==> src/rtl/cfgb_pkg.sv <==
package cfgb_pkg;
   localparam int DW     = 32;
   localparam int LANES  = DW / 8;
   localparam int LANE_W = $clog2(LANES);
   localparam int BUS_W  = 8;
   localparam int DEV_W  = 5;
   localparam int FUNC_W = 3;
   localparam int REG_W  = 6;
   // bits of the address word that are stored; the rest read back as zero
   localparam logic [DW-1:0] ADDR_KEEP = 32'h80FF_FFFC;

   typedef enum logic [1:0] {
      SZ_BYTE = 2'd0,
      SZ_HALF = 2'd1,
      SZ_WORD = 2'd2,
      SZ_RSVD = 2'd3
   } acc_size_e;

   typedef struct packed {
      logic [BUS_W-1:0]  bus;
      logic [DEV_W-1:0]  dev;
      logic [FUNC_W-1:0] func;
      logic [REG_W-1:0]  dw_idx;
   } cfg_tgt_t;

   function automatic cfg_tgt_t decode_addr(input logic [DW-1:0] a);
      cfg_tgt_t t;
      t.bus    = a[23:16];
      t.dev    = a[15:11];
      t.func   = a[10:8];
      t.dw_idx = a[7:2];
      return t;
   endfunction

   function automatic logic [LANE_W:0] size_bytes(input acc_size_e s);
      logic [LANE_W:0] n;
      unique case (s)
         SZ_BYTE: n = (LANE_W+1)'(1);
         SZ_HALF: n = (LANE_W+1)'(2);
         SZ_WORD: n = (LANE_W+1)'(4);
         default: n = '0;
      endcase
      return n;
   endfunction
endpackage

==> src/rtl/cfgb_addr_reg.sv <==
module cfgb_addr_reg
   import cfgb_pkg::*;
(
   input  logic          clk,
   input  logic          rst_n,
   input  logic          wr_en,
   input  logic [DW-1:0] wdata,
   output logic [DW-1:0] addr_q
);
   always_ff @(posedge clk) begin
      if (!rst_n)
         addr_q <= '0;
      else if (wr_en)
         addr_q <= wdata & ADDR_KEEP;
   end

   AST_ADDR_CAPTURE: assert property (@(posedge clk) disable iff (!rst_n)
      wr_en |=> (addr_q[31] == $past(wdata[31])) && (addr_q[23:2] == $past(wdata[23:2])));
endmodule

==> src/rtl/cfgb_lane_steer.sv <==
module cfgb_lane_steer
   import cfgb_pkg::*;
(
   input  acc_size_e         size,
   input  logic [LANE_W-1:0] lane,
   input  logic [DW-1:0]     wdata_in,
   output logic              legal,
   output logic [LANES-1:0]  be,
   output logic [DW-1:0]     wdata_out
);
   logic [LANE_W:0] nb;
   logic [LANE_W:0] lo;
   logic [LANE_W:0] hi;

   always_comb begin
      nb    = size_bytes(size);
      lo    = {1'b0, lane};
      hi    = lo + nb;
      legal = (nb != '0) && (hi <= (LANE_W+1)'(LANES));
   end

   for (genvar i = 0; i < LANES; i++) begin : g_be
      localparam logic [LANE_W:0] IDX = (LANE_W+1)'(i);
      assign be[i] = legal && (IDX >= lo) && (IDX < hi);
   end

   assign wdata_out = wdata_in << {lane, 3'b000};
endmodule

==> src/rtl/cfgb_rd_align.sv <==
module cfgb_rd_align
   import cfgb_pkg::*;
(
   input  acc_size_e         size,
   input  logic [LANE_W-1:0] lane,
   input  logic [DW-1:0]     din,
   output logic [DW-1:0]     dout
);
   logic [LANE_W:0] nb;
   logic [DW-1:0]   keep;

   assign nb = size_bytes(size);

   for (genvar i = 0; i < LANES; i++) begin : g_keep
      localparam logic [LANE_W:0] IDX = (LANE_W+1)'(i);
      assign keep[8*i +: 8] = {8{IDX < nb}};
   end

   assign dout = (din >> {lane, 3'b000}) & keep;
endmodule

==> src/rtl/cfgb_txn_fsm.sv <==
module cfgb_txn_fsm
   import cfgb_pkg::*;
#(
   parameter int TIMEOUT_CYC = 64
) (
   input  logic             clk,
   input  logic             rst_n,
   input  logic             start,
   input  logic             start_we,
   input  logic [LANES-1:0] start_be,
   input  logic [DW-1:0]    start_wdata,
   input  cfg_tgt_t         start_tgt,
   input  logic             cfg_ack,
   output logic             cfg_valid,
   output logic             cfg_write,
   output logic [LANES-1:0] cfg_be,
   output logic [DW-1:0]    cfg_wdata,
   output cfg_tgt_t         cfg_tgt,
   output logic             done,
   output logic             done_tmo
);
   localparam int TMO_W = (TIMEOUT_CYC > 2) ? $clog2(TIMEOUT_CYC) : 1;

   if (TIMEOUT_CYC == 1 || TIMEOUT_CYC < 0) begin : g_bad_tmo
      $error("TIMEOUT_CYC must be 0 (no timeout) or at least 2");
   end

   logic [TMO_W-1:0] cnt_q;
   logic             tmo_hit;

   if (TIMEOUT_CYC == 0) begin : g_no_tmo
      assign tmo_hit = 1'b0;
   end else begin : g_tmo
      localparam logic [TMO_W-1:0] LAST = TMO_W'(TIMEOUT_CYC - 1);
      assign tmo_hit = (cnt_q == LAST);

      AST_TIMEOUT_DROPS: assert property (@(posedge clk) disable iff (!rst_n)
         (cfg_valid && !cfg_ack && cnt_q == LAST) |=> !cfg_valid);
   end

   always_ff @(posedge clk) begin
      if (!rst_n) begin
         cfg_valid <= 1'b0;
         cfg_write <= 1'b0;
         cfg_be    <= '0;
         cfg_wdata <= '0;
         cfg_tgt   <= '0;
         cnt_q     <= '0;
      end else if (!cfg_valid) begin
         if (start) begin
            cfg_valid <= 1'b1;
            cfg_write <= start_we;
            cfg_be    <= start_be;
            cfg_wdata <= start_wdata;
            cfg_tgt   <= start_tgt;
            cnt_q     <= '0;
         end
      end else if (cfg_ack || tmo_hit) begin
         cfg_valid <= 1'b0;
      end else begin
         cnt_q <= cnt_q + 1'b1;
      end
   end

   assign done     = cfg_valid && (cfg_ack || tmo_hit);
   assign done_tmo = cfg_valid && !cfg_ack && tmo_hit;

   AST_HOLD_WHILE_WAIT: assert property (@(posedge clk) disable iff (!rst_n)
      (cfg_valid && !cfg_ack && !tmo_hit) |=>
         (cfg_valid && $stable(cfg_be) && $stable(cfg_tgt) && $stable(cfg_wdata) && $stable(cfg_write)));
endmodule

==> src/rtl/cfg_port_bridge.sv <==
module cfg_port_bridge
   import cfgb_pkg::*;
#(
   parameter int TIMEOUT_CYC = 64
) (
   input  logic        clk,
   input  logic        rst_n,
   input  logic        pio_req,
   input  logic        pio_we,
   input  logic [2:0]  pio_off,
   input  logic [1:0]  pio_size,
   input  logic [31:0] pio_wdata,
   output logic        pio_ready,
   output logic        pio_err,
   output logic [31:0] pio_rdata,
   output logic        cfg_valid,
   output logic        cfg_write,
   output logic [7:0]  cfg_bus,
   output logic [4:0]  cfg_dev,
   output logic [2:0]  cfg_func,
   output logic [5:0]  cfg_reg,
   output logic [3:0]  cfg_be,
   output logic [31:0] cfg_wdata,
   input  logic        cfg_ack,
   input  logic [31:0] cfg_rdata
);
   acc_size_e         req_size;
   logic [LANE_W-1:0] req_lane;
   logic              is_data;
   logic              accept;
   logic              addr_ok;
   logic              addr_wr;
   logic              fsm_start;
   logic [DW-1:0]     addr_q;
   logic              legal;
   logic [LANES-1:0]  req_be;
   logic [DW-1:0]     req_wdata;
   logic              fsm_done;
   logic              fsm_tmo;
   cfg_tgt_t          tgt;

   acc_size_e         pend_size;
   logic [LANE_W-1:0] pend_lane;
   logic              pend_we;
   acc_size_e         al_size;
   logic [LANE_W-1:0] al_lane;
   logic [DW-1:0]     al_din;
   logic [DW-1:0]     al_dout;

   assign req_size  = acc_size_e'(pio_size);
   assign req_lane  = pio_off[LANE_W-1:0];
   assign is_data   = pio_off[2];
   assign accept    = pio_req && !cfg_valid;
   assign addr_ok   = (req_size == SZ_WORD) && (req_lane == '0);
   assign addr_wr   = accept && !is_data && addr_ok && pio_we;
   assign fsm_start = accept && is_data && legal && addr_q[31];

   cfgb_addr_reg u_addr (
      .clk    (clk),
      .rst_n  (rst_n),
      .wr_en  (addr_wr),
      .wdata  (pio_wdata),
      .addr_q (addr_q)
   );

   cfgb_lane_steer u_steer (
      .size      (req_size),
      .lane      (req_lane),
      .wdata_in  (pio_wdata),
      .legal     (legal),
      .be        (req_be),
      .wdata_out (req_wdata)
   );

   cfgb_txn_fsm #(.TIMEOUT_CYC(TIMEOUT_CYC)) u_fsm (
      .clk         (clk),
      .rst_n       (rst_n),
      .start       (fsm_start),
      .start_we    (pio_we),
      .start_be    (req_be),
      .start_wdata (req_wdata),
      .start_tgt   (decode_addr(addr_q)),
      .cfg_ack     (cfg_ack),
      .cfg_valid   (cfg_valid),
      .cfg_write   (cfg_write),
      .cfg_be      (cfg_be),
      .cfg_wdata   (cfg_wdata),
      .cfg_tgt     (tgt),
      .done        (fsm_done),
      .done_tmo    (fsm_tmo)
   );

   assign cfg_bus  = tgt.bus;
   assign cfg_dev  = tgt.dev;
   assign cfg_func = tgt.func;
   assign cfg_reg  = tgt.dw_idx;

   // one aligner: the pending access while busy, the local all-ones answer when idle
   always_comb begin
      if (cfg_valid) begin
         al_size = pend_size;
         al_lane = pend_lane;
         al_din  = fsm_tmo ? '1 : cfg_rdata;
      end else begin
         al_size = req_size;
         al_lane = req_lane;
         al_din  = '1;
      end
   end

   cfgb_rd_align u_align (
      .size (al_size),
      .lane (al_lane),
      .din  (al_din),
      .dout (al_dout)
   );

   always_ff @(posedge clk) begin
      if (!rst_n) begin
         pio_ready <= 1'b0;
         pio_err   <= 1'b0;
         pio_rdata <= '0;
         pend_size <= SZ_BYTE;
         pend_lane <= '0;
         pend_we   <= 1'b0;
      end else begin
         pio_ready <= 1'b0;
         pio_err   <= 1'b0;
         if (fsm_done) begin
            pio_ready <= 1'b1;
            pio_rdata <= pend_we ? '0 : al_dout;
         end else if (accept) begin
            if (!is_data) begin
               pio_ready <= 1'b1;
               pio_err   <= !addr_ok;
               pio_rdata <= (addr_ok && !pio_we) ? addr_q : '0;
            end else if (!legal) begin
               pio_ready <= 1'b1;
               pio_err   <= 1'b1;
               pio_rdata <= '0;
            end else if (!addr_q[31]) begin
               pio_ready <= 1'b1;
               pio_rdata <= pio_we ? '0 : al_dout;
            end else begin
               pend_size <= req_size;
               pend_lane <= req_lane;
               pend_we   <= pio_we;
            end
         end
      end
   end

   AST_READY_IDLE: assert property (@(posedge clk) disable iff (!rst_n)
      pio_ready |-> !cfg_valid);
   AST_ERR_NO_CYCLE: assert property (@(posedge clk) disable iff (!rst_n)
      pio_err |-> (pio_ready && !cfg_valid));
   AST_CYCLE_NEEDS_EN: assert property (@(posedge clk) disable iff (!rst_n)
      $rose(cfg_valid) |-> addr_q[31]);
   AST_CYCLE_FROM_REQ: assert property (@(posedge clk) disable iff (!rst_n)
      $rose(cfg_valid) |-> $past(pio_req));
   AST_BE_CONTIG: assert property (@(posedge clk) disable iff (!rst_n)
      cfg_valid |-> (cfg_be inside {4'h1, 4'h2, 4'h4, 4'h8, 4'h3, 4'h6, 4'hC, 4'hF}));
endmodule

==> config.mk <==
export PLATFORM = sky130hd
export DESIGN_NAME = cfg_port_bridge
export DESIGN_NICKNAME = d
export VERILOG_FILES = /design/src/rtl/cfgb_pkg.sv /design/src/rtl/cfgb_addr_reg.sv /design/src/rtl/cfgb_lane_steer.sv /design/src/rtl/cfgb_rd_align.sv /design/src/rtl/cfgb_txn_fsm.sv /design/src/rtl/cfg_port_bridge.sv
export SDC_FILE = /design/constraint.sdc
export NUM_CORES = 1
export LEC_CHECK = 0
export ABC_AREA = 1
export BUFFER_PORTS_ARGS = -buffer_cell sky130_fd_sc_hd__buf_2
export CORE_MARGIN = 4
export CORE_UTILIZATION = 53
export DETAILED_ROUTE_END_ITERATION = 16
export PLACE_DENSITY = 0.8
export SYNTH_ARGS = -nofsm -noshare
export SYNTH_HDL_FRONTEND = slang
export SYNTH_SLANG_ARGS = --single-unit
==> constraint.sdc <==
create_clock -name clk -period 2.3 [get_ports clk]
set_clock_uncertainty 0.05 [all_clocks]
set_input_delay 0.115 -clock clk [delete_from_list [all_inputs] [get_ports clk]]
set_output_delay 0.115 -clock clk [all_outputs]
set_load 0.02 [all_outputs]
# ---- Yosys cells after proc, flatten, opt, wreduce, memory -nomap -nowiden
# Cells that the tools add are included.
dict set report totals {
  n_memories 0
  regBits 128
  input_bits 74
  latchBits 0
  mem_bits_rw 0
  mem_bits_ro 0
  output_inout_bits 94
}
dict set report op_classes {
  n_reduce_logical 38
  n_mul 0
  mux 27
  n_shift 2
  magnitude_cmp 13
  div_mod_pow 0
  bitwise_logic 5
  n_addsub 2
  n_eq_ne 7
}
# op count
set op_table {}
lappend op_table {{two-way mux 32 bit} 10}
lappend op_table {{bitwise AND 32 bit} 1}
lappend op_table {{<< shifter 32 x 5 -> 32 bit} 1}
lappend op_table {{right shift 32 x 5 -> 32 bit} 1}
lappend op_table {{logical AND 1 bit} 21}
lappend op_table {{two-way mux 6 bit} 3}
lappend op_table {{case mux 3 bit (3 select lines)} 2}
lappend op_table {{less-than comparator 1 x 3 -> 1 bit, first input constant} 4}
lappend op_table {{less-than comparator 2 x 3 -> 1 bit, first input constant} 4}
lappend op_table {{two-way mux 1 bit} 10}
lappend op_table {{adder 6 x 1 -> 6 bit, second input constant} 1}
lappend op_table {{== test 6 bit, second input constant} 1}
lappend op_table {{logical NOT 2 bit} 3}
lappend op_table {{AND reduction 2 bit} 3}
lappend op_table {{logical NOT 1 bit} 5}
lappend op_table {{AND reduction 5 bit} 1}
lappend op_table {{== test 2 x 1 -> 1 bit, second input constant} 2}
lappend op_table {{== test 2 bit, second input constant} 2}
lappend op_table {{>= comparator 1 x 2 -> 1 bit, first input constant} 2}
lappend op_table {{>= comparator 2 bit, first input constant} 2}
lappend op_table {{two-way mux 2 bit} 2}
lappend op_table {{inequality test 4 bit, second input constant} 1}
lappend op_table {{NOT 1 bit} 4}
lappend op_table {{nonzero test 2 bit} 2}
lappend op_table {{other kinds (6)} 6}

# ---- Longest topological paths before layout
# Gate-level depths: netlist of run 1.
dict set report logic_depth {
  word_depth 13
  mapped_depth 14
  mapped_depth_nobuf 14
}

# ---- By module
# A second synthesis of run 1 with hierarchy kept.
dict set report hier_totals {
  cells_unflattened 1266
  hier_area_um2 7597.3
}
# mod cells_per_inst instances seq_area_each_um2 area_each_um2
set modules_own_cells {}
lappend modules_own_cells {cfg_port_bridge 481 1 780.7 2666.3}
lappend modules_own_cells {cfgb_txn_fsm 315 1 1321.3 2427.3}
lappend modules_own_cells {cfgb_addr_reg 155 1 460.4 1029.7}
lappend modules_own_cells {cfgb_rd_align 171 1 0.0 769.5}
lappend modules_own_cells {cfgb_lane_steer 144 1 0.0 704.4}

# ---- Worst setup path before layout of run 1
# OpenSTA, ideal clock, no wires.
dict set report synth_path {
  kind {input -> register}
  startpoint {input port pio_size[1]}
  endpoint {register pend_lane[1]}
  setup_slack_ps 205
  cell_stages 11
  required_time_ps 2134
  n_path_buf 1
  arrival_time_ps 1928
  setup_ps 116
  path_cell_list {nor2_1 > ha_1 > inv_1 > fa_1 > nand2_1 > nand3_4 > nand3_4 > nor3_4 > nand2_4 > buf_6 > o211a_1}
}
dict set report synth_via {
  elab_chain_cells 6
  word_cells_on_any_way 9
}
# item line
set synth_rtl {}
lappend synth_rtl {{start: declaration} cfg_port_bridge.sv:11} ;# input logic [1:0] pio_size,
lappend synth_rtl {{== test 2 bit, or another cell as far along} cfgb_pkg.sv:37} ;# unique case (s)
lappend synth_rtl {{case mux 3 bit (3 select lines) *} cfgb_pkg.sv:37}
lappend synth_rtl {{adder 2 x 3 -> 3 bit} cfgb_lane_steer.sv:18} ;# hi = lo + nb;
lappend synth_rtl {{less-or-equal comparator 3 bit} cfgb_lane_steer.sv:19} ;# legal = (nb != '0) && (hi <= (LANE_W+1)'(LANES));
lappend synth_rtl {{logical AND 1 bit *} cfgb_lane_steer.sv:19}
lappend synth_rtl {{AND reduction 5 bit (no source line) *} --}
lappend synth_rtl {{end signal: assignment} cfg_port_bridge.sv:146} ;# pend_lane <= req_lane;
lappend synth_rtl {{end: declaration} cfg_port_bridge.sv:43} ;# logic [LANE_W-1:0] pend_lane;
# Mark *: on every way between the ends. The rest lies on a longest branch, timed or not.
# A chain may end at the register's enable or synchronous reset.

# ---- Final worst setup path of run 1
dict set report layout_path {
  startpoint {register u_fsm.cnt_q[0]}
  endpoint {register pio_rdata[7]}
}
dict set report layout_via {
  elab_chain_cells 12
  word_cells_on_any_way 18
}
# item line
set layout_rtl {}
lappend layout_rtl {{start: declaration} cfgb_txn_fsm.sv:28} ;# logic [TMO_W-1:0] cnt_q;
lappend layout_rtl {{start signal: assignment} cfgb_txn_fsm.sv:61} ;# cnt_q <= cnt_q + 1'b1;
lappend layout_rtl {{== test 6 bit *} cfgb_txn_fsm.sv:35} ;# assign tmo_hit = (cnt_q == LAST);
lappend layout_rtl {{logical AND 1 bit} cfgb_txn_fsm.sv:66} ;# assign done_tmo = cfg_valid && !cfg_ack && tmo_hit;
lappend layout_rtl {{two-way mux 32 bit} cfg_port_bridge.sv:103} ;# al_din = fsm_tmo ? '1 : cfg_rdata;
lappend layout_rtl {{two-way mux 32 bit} cfg_port_bridge.sv:100} ;# if (cfg_valid) begin
lappend layout_rtl {{right shift 32 x 5 -> 32 bit} cfgb_rd_align.sv:19} ;# assign dout = (din >> {lane, 3'b000}) & keep;
lappend layout_rtl {{bitwise AND 32 bit} cfgb_rd_align.sv:19}
lappend layout_rtl {{two-way mux 32 bit} cfg_port_bridge.sv:143} ;# pio_rdata <= pio_we ? '0 : al_dout;
lappend layout_rtl {{two-way mux 32 bit} cfg_port_bridge.sv:141} ;# end else if (!addr_q[31]) begin
lappend layout_rtl {{two-way mux 32 bit} cfg_port_bridge.sv:137} ;# end else if (!legal) begin
lappend layout_rtl {{two-way mux 32 bit} cfg_port_bridge.sv:133} ;# if (!is_data) begin
lappend layout_rtl {{two-way mux 32 bit} cfg_port_bridge.sv:132} ;# end else if (accept) begin
lappend layout_rtl {{two-way mux 32 bit} cfg_port_bridge.sv:129} ;# if (fsm_done) begin
lappend layout_rtl {{end signal: assignment} cfg_port_bridge.sv:131} ;# pio_rdata <= pend_we ? '0 : al_dout;
lappend layout_rtl {{end signal: assignment} cfg_port_bridge.sv:136} ;# pio_rdata <= (addr_ok && !pio_we) ? addr_q : '0;
lappend layout_rtl {{end signal: assignment} cfg_port_bridge.sv:143}
lappend layout_rtl {{end: declaration} cfg_port_bridge.sv:15} ;# output logic [31:0] pio_rdata,
# Mark *: on every way between the ends. The rest lies on a longest branch, timed or not. The select of a mux whose other input is x is not followed.

==> metrics.cfg, run 1 <==
[worst_hold_path]
worst_hold_path_type=primary input to flop
min_to=u_addr.addr_q[2]
holdCritStartpoint=pio_wdata[2]
min_path_cells=3

[clock_tree]
clock_sinks=128
cts_buffers=17
clockBufferDepth=2
tritoncts=done
cts_setup_buffers=0
clock_latency_ps=430
clockRootBuffer=clkbuf_16
clk_pin_slew_worst_paths_ps=60
htreeDepth=4

[global_route]
overflow=0
grt_max_degree=76
first_global_vias=6593
antenna_found_initial=1
grt_pass1_wl_um=33310
track_usage=0.2926

[setup_path]
reg2reg_depth=10
path_max_fanout=7
worstPathArrival_ps=2390
crit_chain=ha_1 > nand3_2 > o21bai_2 > nand2_2 > nor2_4 > nor2_2 > nor2_2 > buf_4 > nand2_1 > a21oi_1
r2r-end=pio_rdata[7]
critical_path.most_common_cell=nor2_2
slowest_delay_ps=390
crit_slowest_cell=dfxtp_1
startpoint_type=flop
criticalPathCategory=flop to flop
rr_startpoint=u_fsm.cnt_q[0]
regToRegSetupSlack_ps=210
setup.worst_path.start=u_fsm.cnt_q[0]
cp-end-kind=flop
cp.required_ps=2590

[placement]
gp_congestion=0.9394
post-dp-hpwl_um=14390
placed_cell_area_sq_um=7601
port_buffers=167

[power]
p_leak_nw=3.880
peakVddDrop_v=0.0003933
power_density_nw_per_um2=665.6

[detailed_routing]
viasPerCell=5.571
drt_iter0_markers=899
routed_wl_um=21150
via_count=7309
wl_per_cell_um=16.12
dr.pass1.iters=6
drc_errors=0
final_antenna_net_count=0

[synth]
synthesis.area_sq_um=6548
ys_ff_latch=128
syn_inst=944
synth_cell_type_count=42
synth_nets=1023
ys_warn_count=0
ys_seq_area_frac=0.3914
avgSynthCellArea_sq_um=6.936

[final_layout]
syn_to_final_growth_pct=28.68
fin_nets=1211
layout.filler_cells=1016
utilization=0.6985
final_area_sq_um=8426
drive_gt1_frac=0.2423

[floorplanning]
die_w_um=119.1
io_pins=168
fp.dieArea_sq_um=14200
core_sq_um=12060
row_count=40
start_util=0.5428
die_y_um=119.1

[sta]
hold_violations=0
tightest_slew_ps=723.5
slew_violations=0
slew-limit-headroom=0.5177
finalSetupViolCount=0
fin_crit_sh=0.9097
clock.fmax_mhz=478.0
rsz0062_at_grt=no
period_minus_slack_ps=2092

[status]
status=complete, no violations

[flow_run]
max_cap_violations=0

[sequential cells by signal, summed over array words and instances, names as in the netlist, 2 cells and up]
register	cells
pend_lane	2
u_fsm.cfg_be	4
pio_rdata	32
u_addr.addr_q	23
u_fsm.cfg_tgt	22
u_fsm.cnt_q	6
u_fsm.cfg_wdata	32
pend_size	2
[logic make-up (layout without fill, tap and decap cells)]
logic type      after synthesis  after routing  synth area share
flops                       128            128            0.3914
xor+xnor                      3              3          0.004014
buf+inv                     139            338           0.09536
other cells                   0              1                 0
compound gates              235            235            0.2058
fa+ha+maj                     5              5           0.01070
simple gates                434            434            0.2928
[worst max-delay path by stage]
stage / endpoint / slack (ps)
2_1_floorplan: pend_lane[1] / 210
3_3_place_gp: u_fsm.cfg_wdata[29] / 40
3_5_place_dp: u_fsm.cfg_tgt[15] / -80
4_1_cts: pio_rdata[7] / 230
5_1_grt: pio_rdata[4] / 9
6_report: pio_rdata[7] / 210
[power breakdown]
group	switching, mW	leakage, nW	internal [mW]
combinational	0.385	2.57	0.216
sequential	0.0191	1.04	2.25
clock	1.04	0.277	1.69
[final cells by class]
class	count	area (sq um)	area share
flip-flops and latches	128	2564	0.3043
clock buffers	17	425.4	0.05049
diodes	1	2.502	0.0002970
multi-input cells	677	3361	0.3989
repair buffers	229	1396	0.1657
inverters	79	301.5	0.03579
clock inverters	13	165.2	0.01960
well taps	168	210.2	0.02495
[stage by stage]
step                std cells  total power [mW]  setup slack [ps]  TNS (ps)  hold WS (ps)
floorplan                 944             2.639             205.5         0         202.7
global placement         1258             2.857             40.36         0         352.5
detailed placement       1258             2.862            -82.23     -2078         352.1
CTS                      1311             5.601             234.1         0         25.01
global route             1312             5.774             8.871         0         44.97
finish                   1312             5.608             207.8         0         42.29
[synthesized netlist by cell type (all sizes together)]
library cell	number	share of area
fa	1	0.0031
clkbuf	23	0.013
o21bai	1	0.0017
o211a	3	0.0046
inv	78	0.045
nand2	209	0.12
nand3	76	0.063
o211ai	1	0.0011
a22oi	8	0.0092
and2	1	0.00096
nand3b	5	0.0057
nand4	9	0.0086
o31ai	13	0.015
buf	37	0.036
nor3	2	0.0032
nor4	3	0.0052
o22ai	1	0.00096
clkinv	1	0.00057
nor2	129	0.083
dfxtp	128	0.39
ha	4	0.0076
o21ai	96	0.080
a21oi	91	0.070
a211oi	21	0.024
xor2	3	0.0040
[critical path: cells and delay by family, from the launching register on]
kind	cells	cell delay, ps
AND/OR/NAND/NOR	6	840
buffers and inverters	1	180
flip-flops	1	390
AO/OA/AOI/OAI	2	340
adder cells (fa/ha/maj)	1	230
[what timing repair did]
action | 4_1_cts | 5_1_grt
hold buffers | 23 | 0
endpoints found under the hold margin | 28 | 0
endpoints found under the setup margin | 0 | 3
resized for setup | 0 | 1
[routing by layer]
metal | wire length [um] | vias to the layer above | part of all wire | GRT usage
li1 | - | 3518 | - | -
met4 | 911 | 0 | 0.043 | 0.1361
met5 | 0 | - | 0 | 0
met1 | 8804 | 3311 | 0.42 | 0.3776
met2 | 9545 | 393 | 0.45 | 0.4557
met3 | 1891 | 87 | 0.089 | 0.07882
[cells in the final DEF, fill, tap and decap left out, types with 2 or more instances in the layout]
cell type / count
buf_4: 36
nand2_2: 5
dfxtp_1: 127
clkinv_2: 2
o31ai_1: 13
o21ai_2: 11
nor2_8: 2
nand3_2: 2
nand3b_1: 5
nand3_1: 72
ha_1: 4
a211oi_1: 21
nor4_1: 2
inv_1: 73
bufinv_16: 3
buf_2: 167
dlygate4sd3_1: 23
inv_2: 4
xor2_1: 3
nor2_2: 7
o211a_1: 3
nand2_1: 203
inv_4: 2
nand3_4: 2
clkinv_4: 3
buf_12: 3
nor2_1: 119
clkbuf_16: 17
a21oi_1: 91
o21ai_0: 84
nand4_1: 9
clkinvlp_4: 4
a22oi_1: 8
Note: power is estimated with default switching activity, not from simulation.
==> run 2: changes to the inputs <==
--- a/config.mk
+++ b/config.mk
@@ -11,6 +11,7 @@
 export CORE_UTILIZATION = 53
 export DETAILED_ROUTE_END_ITERATION = 16
 export PLACE_DENSITY = 0.8
+export REMOVE_ABC_BUFFERS = 1
 export SYNTH_ARGS = -nofsm -noshare
 export SYNTH_HDL_FRONTEND = slang
 export SYNTH_SLANG_ARGS = --single-unit
==> metrics.cfg, run 2 (synthesis results as in run 1) <==
[status]
status=complete, no violations

[final_layout]
antenna_cells=0  ; -1
syn_to_final_growth_pct=29.18
final_common_cell=nand2_1
layout.filler_cells=1009  ; -0.69%
top_regs=pio_rdata (32), u_fsm.cfg_wdata (32), u_addr.addr_q (23)
register_area_sq_um=2564  ; unchanged
fin_nets=1212  ; +0.083%
layout_common_cells=nand2_1 (203), buf_2 (167), dfxtp_1 (127), nor2_1 (119), a21oi_1 (91)
utilization=0.7012  ; +0.002697
drive_gt1_frac=0.2417  ; -0.0006344
multi_input_area_sq_um=3361  ; unchanged

[sta]
clock.fmax_mhz=484.2  ; +1.3%
hold_violations=0  ; unchanged
rsz0062_at_grt=no
period_minus_slack_ps=2065  ; -27.12 ps
fin_crit_sh=0.8979  ; -0.01179
finalSetupViolCount=0  ; unchanged
tightest_slew_ps=752.9  ; +29.44 ps
fin_setup_tns_ps=0  ; unchanged
slew_violations=0  ; unchanged
slew-limit-headroom=0.4981  ; -0.01963

[detailed_routing]
drc_errors=0  ; unchanged
via_count=7202  ; -1.5%
wl_per_cell_um=15.59  ; -3.3%
drt_iter0_markers=778  ; -13%
routed_wl_um=20480  ; -3.2%
dr.pass1.iters=6  ; unchanged
viasPerCell=5.481  ; -1.6%
final_antenna_net_count=0  ; unchanged

[placement]
gp_congestion=0.9098  ; -3.2%
post-dp-hpwl_um=14210  ; -1.2%
port_buffers=167  ; unchanged

[floorplanning]
die_y_um=119.1  ; unchanged
core_sq_um=12060  ; unchanged
row_count=40  ; unchanged
start_util=0.5428  ; unchanged
io_pins=168  ; unchanged
fp.dieArea_sq_um=14200  ; unchanged
die_w_um=119.1  ; unchanged

[clock_tree]
htreeDepth=4  ; unchanged
cts_setup_buffers=0  ; unchanged
clk_pin_slew_worst_paths_ps=60  ; about the same
clock_latency_ps=410  ; -20 ps
tritoncts=done
clockRootBuffer=clkbuf_16
clock_sinks=128  ; unchanged
cts_buffers=17  ; unchanged
clockBufferDepth=2  ; unchanged

[setup_path]
reg2reg_depth=10  ; unchanged
cp.required_ps=2590  ; about the same
cp-end-kind=flop
setup.worst_path.start=u_fsm.cnt_q[0]
rr_startpoint=u_fsm.cnt_q[0]
path_max_fanout=16  ; +9
criticalPathCategory=flop to flop
startpoint_type=flop
worstPathArrival_ps=2360  ; -30 ps

[worst_hold_path]
worst_hold_path_type=primary input to flop
min_path_cells=5  ; +2
holdCritStartpoint=pio_wdata[1]

[power]
p_total_mw=5.581  ; -0.48%
p_leak_nw=3.907  ; +0.69%
power_density_nw_per_um2=659.8  ; -0.86%
peakVddDrop_v=0.0004707  ; +20%

[global_route]
first_global_vias=6707  ; +1.7%
antenna_found_initial=0  ; -1
grt_pass1_wl_um=33360  ; +0.17%
track_usage=0.2861  ; -0.006488
grt_max_degree=76  ; unchanged
overflow=0  ; unchanged

[flow_run]
max_cap_violations=0  ; unchanged

[run 2: changes by cell type in the layout (fill, tap and decap cells not counted), sizes merged]
cell         previous run  this run
buf                   206       205
clkinvlp                4         1
clkinv                  5         7
dlygate4sd3            23        25
bufinv                  3         2
clkbuf                 17        21
diode                   1         0
[run 2: per-stage QoR]
| step | hold WS (ps) | cell area (sq um) | instances | worst slack [ps] |
|---|---|---|---|---|
| global placement | 339.1 | 7606 | 1257 | -5.192 |
| CTS | 15.22 | 8457 | 1314 | 173.5 |
| detailed placement | 341.5 | 7606 | 1257 | -73.17 |
| global route | 79.37 | 8458 | 1314 | 38.11 |
| floorplan | 200.7 | 6225 | 884 | -1102 |
| finish | 40.62 | 8458 | 1314 | 234.9 |
[run 2: critical path, cell delays in order (launching register included)]
cell and delay [ps]:
dfxtp_1 390, ha_1 220, nand3_2 120, o21bai_2 180
nand2_2 150, nand2_1 110, nor2_2 70, nor2_8 220
buf_4 230, o21ai_0 90, a21oi_1 150
[run 2: final cells by class]
cell class	count	share of cell area
well taps	168	0.02485
flip-flops and latches	128	0.3031
clock inverters	11	0.01538
repair buffers	230	0.1680
inverters	79	0.03565
clock buffers	21	0.05562
multi-input cells	677	0.3973
[run 2: where the power goes]
part | leakage (nW) | internal [mW] | switching [mW] | total, mW
Clock | 0.294 | 1.69 | 1.03 | 2.72
Sequential | 1.04 | 2.25 | 0.0193 | 2.27
Combinational | 2.58 | 0.218 | 0.372 | 0.590
Total | 3.91 | 4.16 | 1.42 | 5.58
[run 2: final timing paths]
kind | endpoint | slack (ps)
setup / recovery | pio_rdata[12] | 230
hold / removal | u_fsm.cfg_wdata[1] | 40
setup reg to reg | pio_rdata[12] | 230
hold reg to reg | u_fsm.cfg_write | 400
[run 2: what timing repair did]
item	CTS	global route
endpoints found under the hold margin	32	0
gates resized for setup	0	1
hold buffers	25	0
endpoints found under the setup margin	0	4
[run 2: layer usage]
metal	wire, um	GRT usage
met5	0	0
met4	485	0.1064
met3	2011	0.06505
met2	9103	0.4440
met1	8883	0.3886
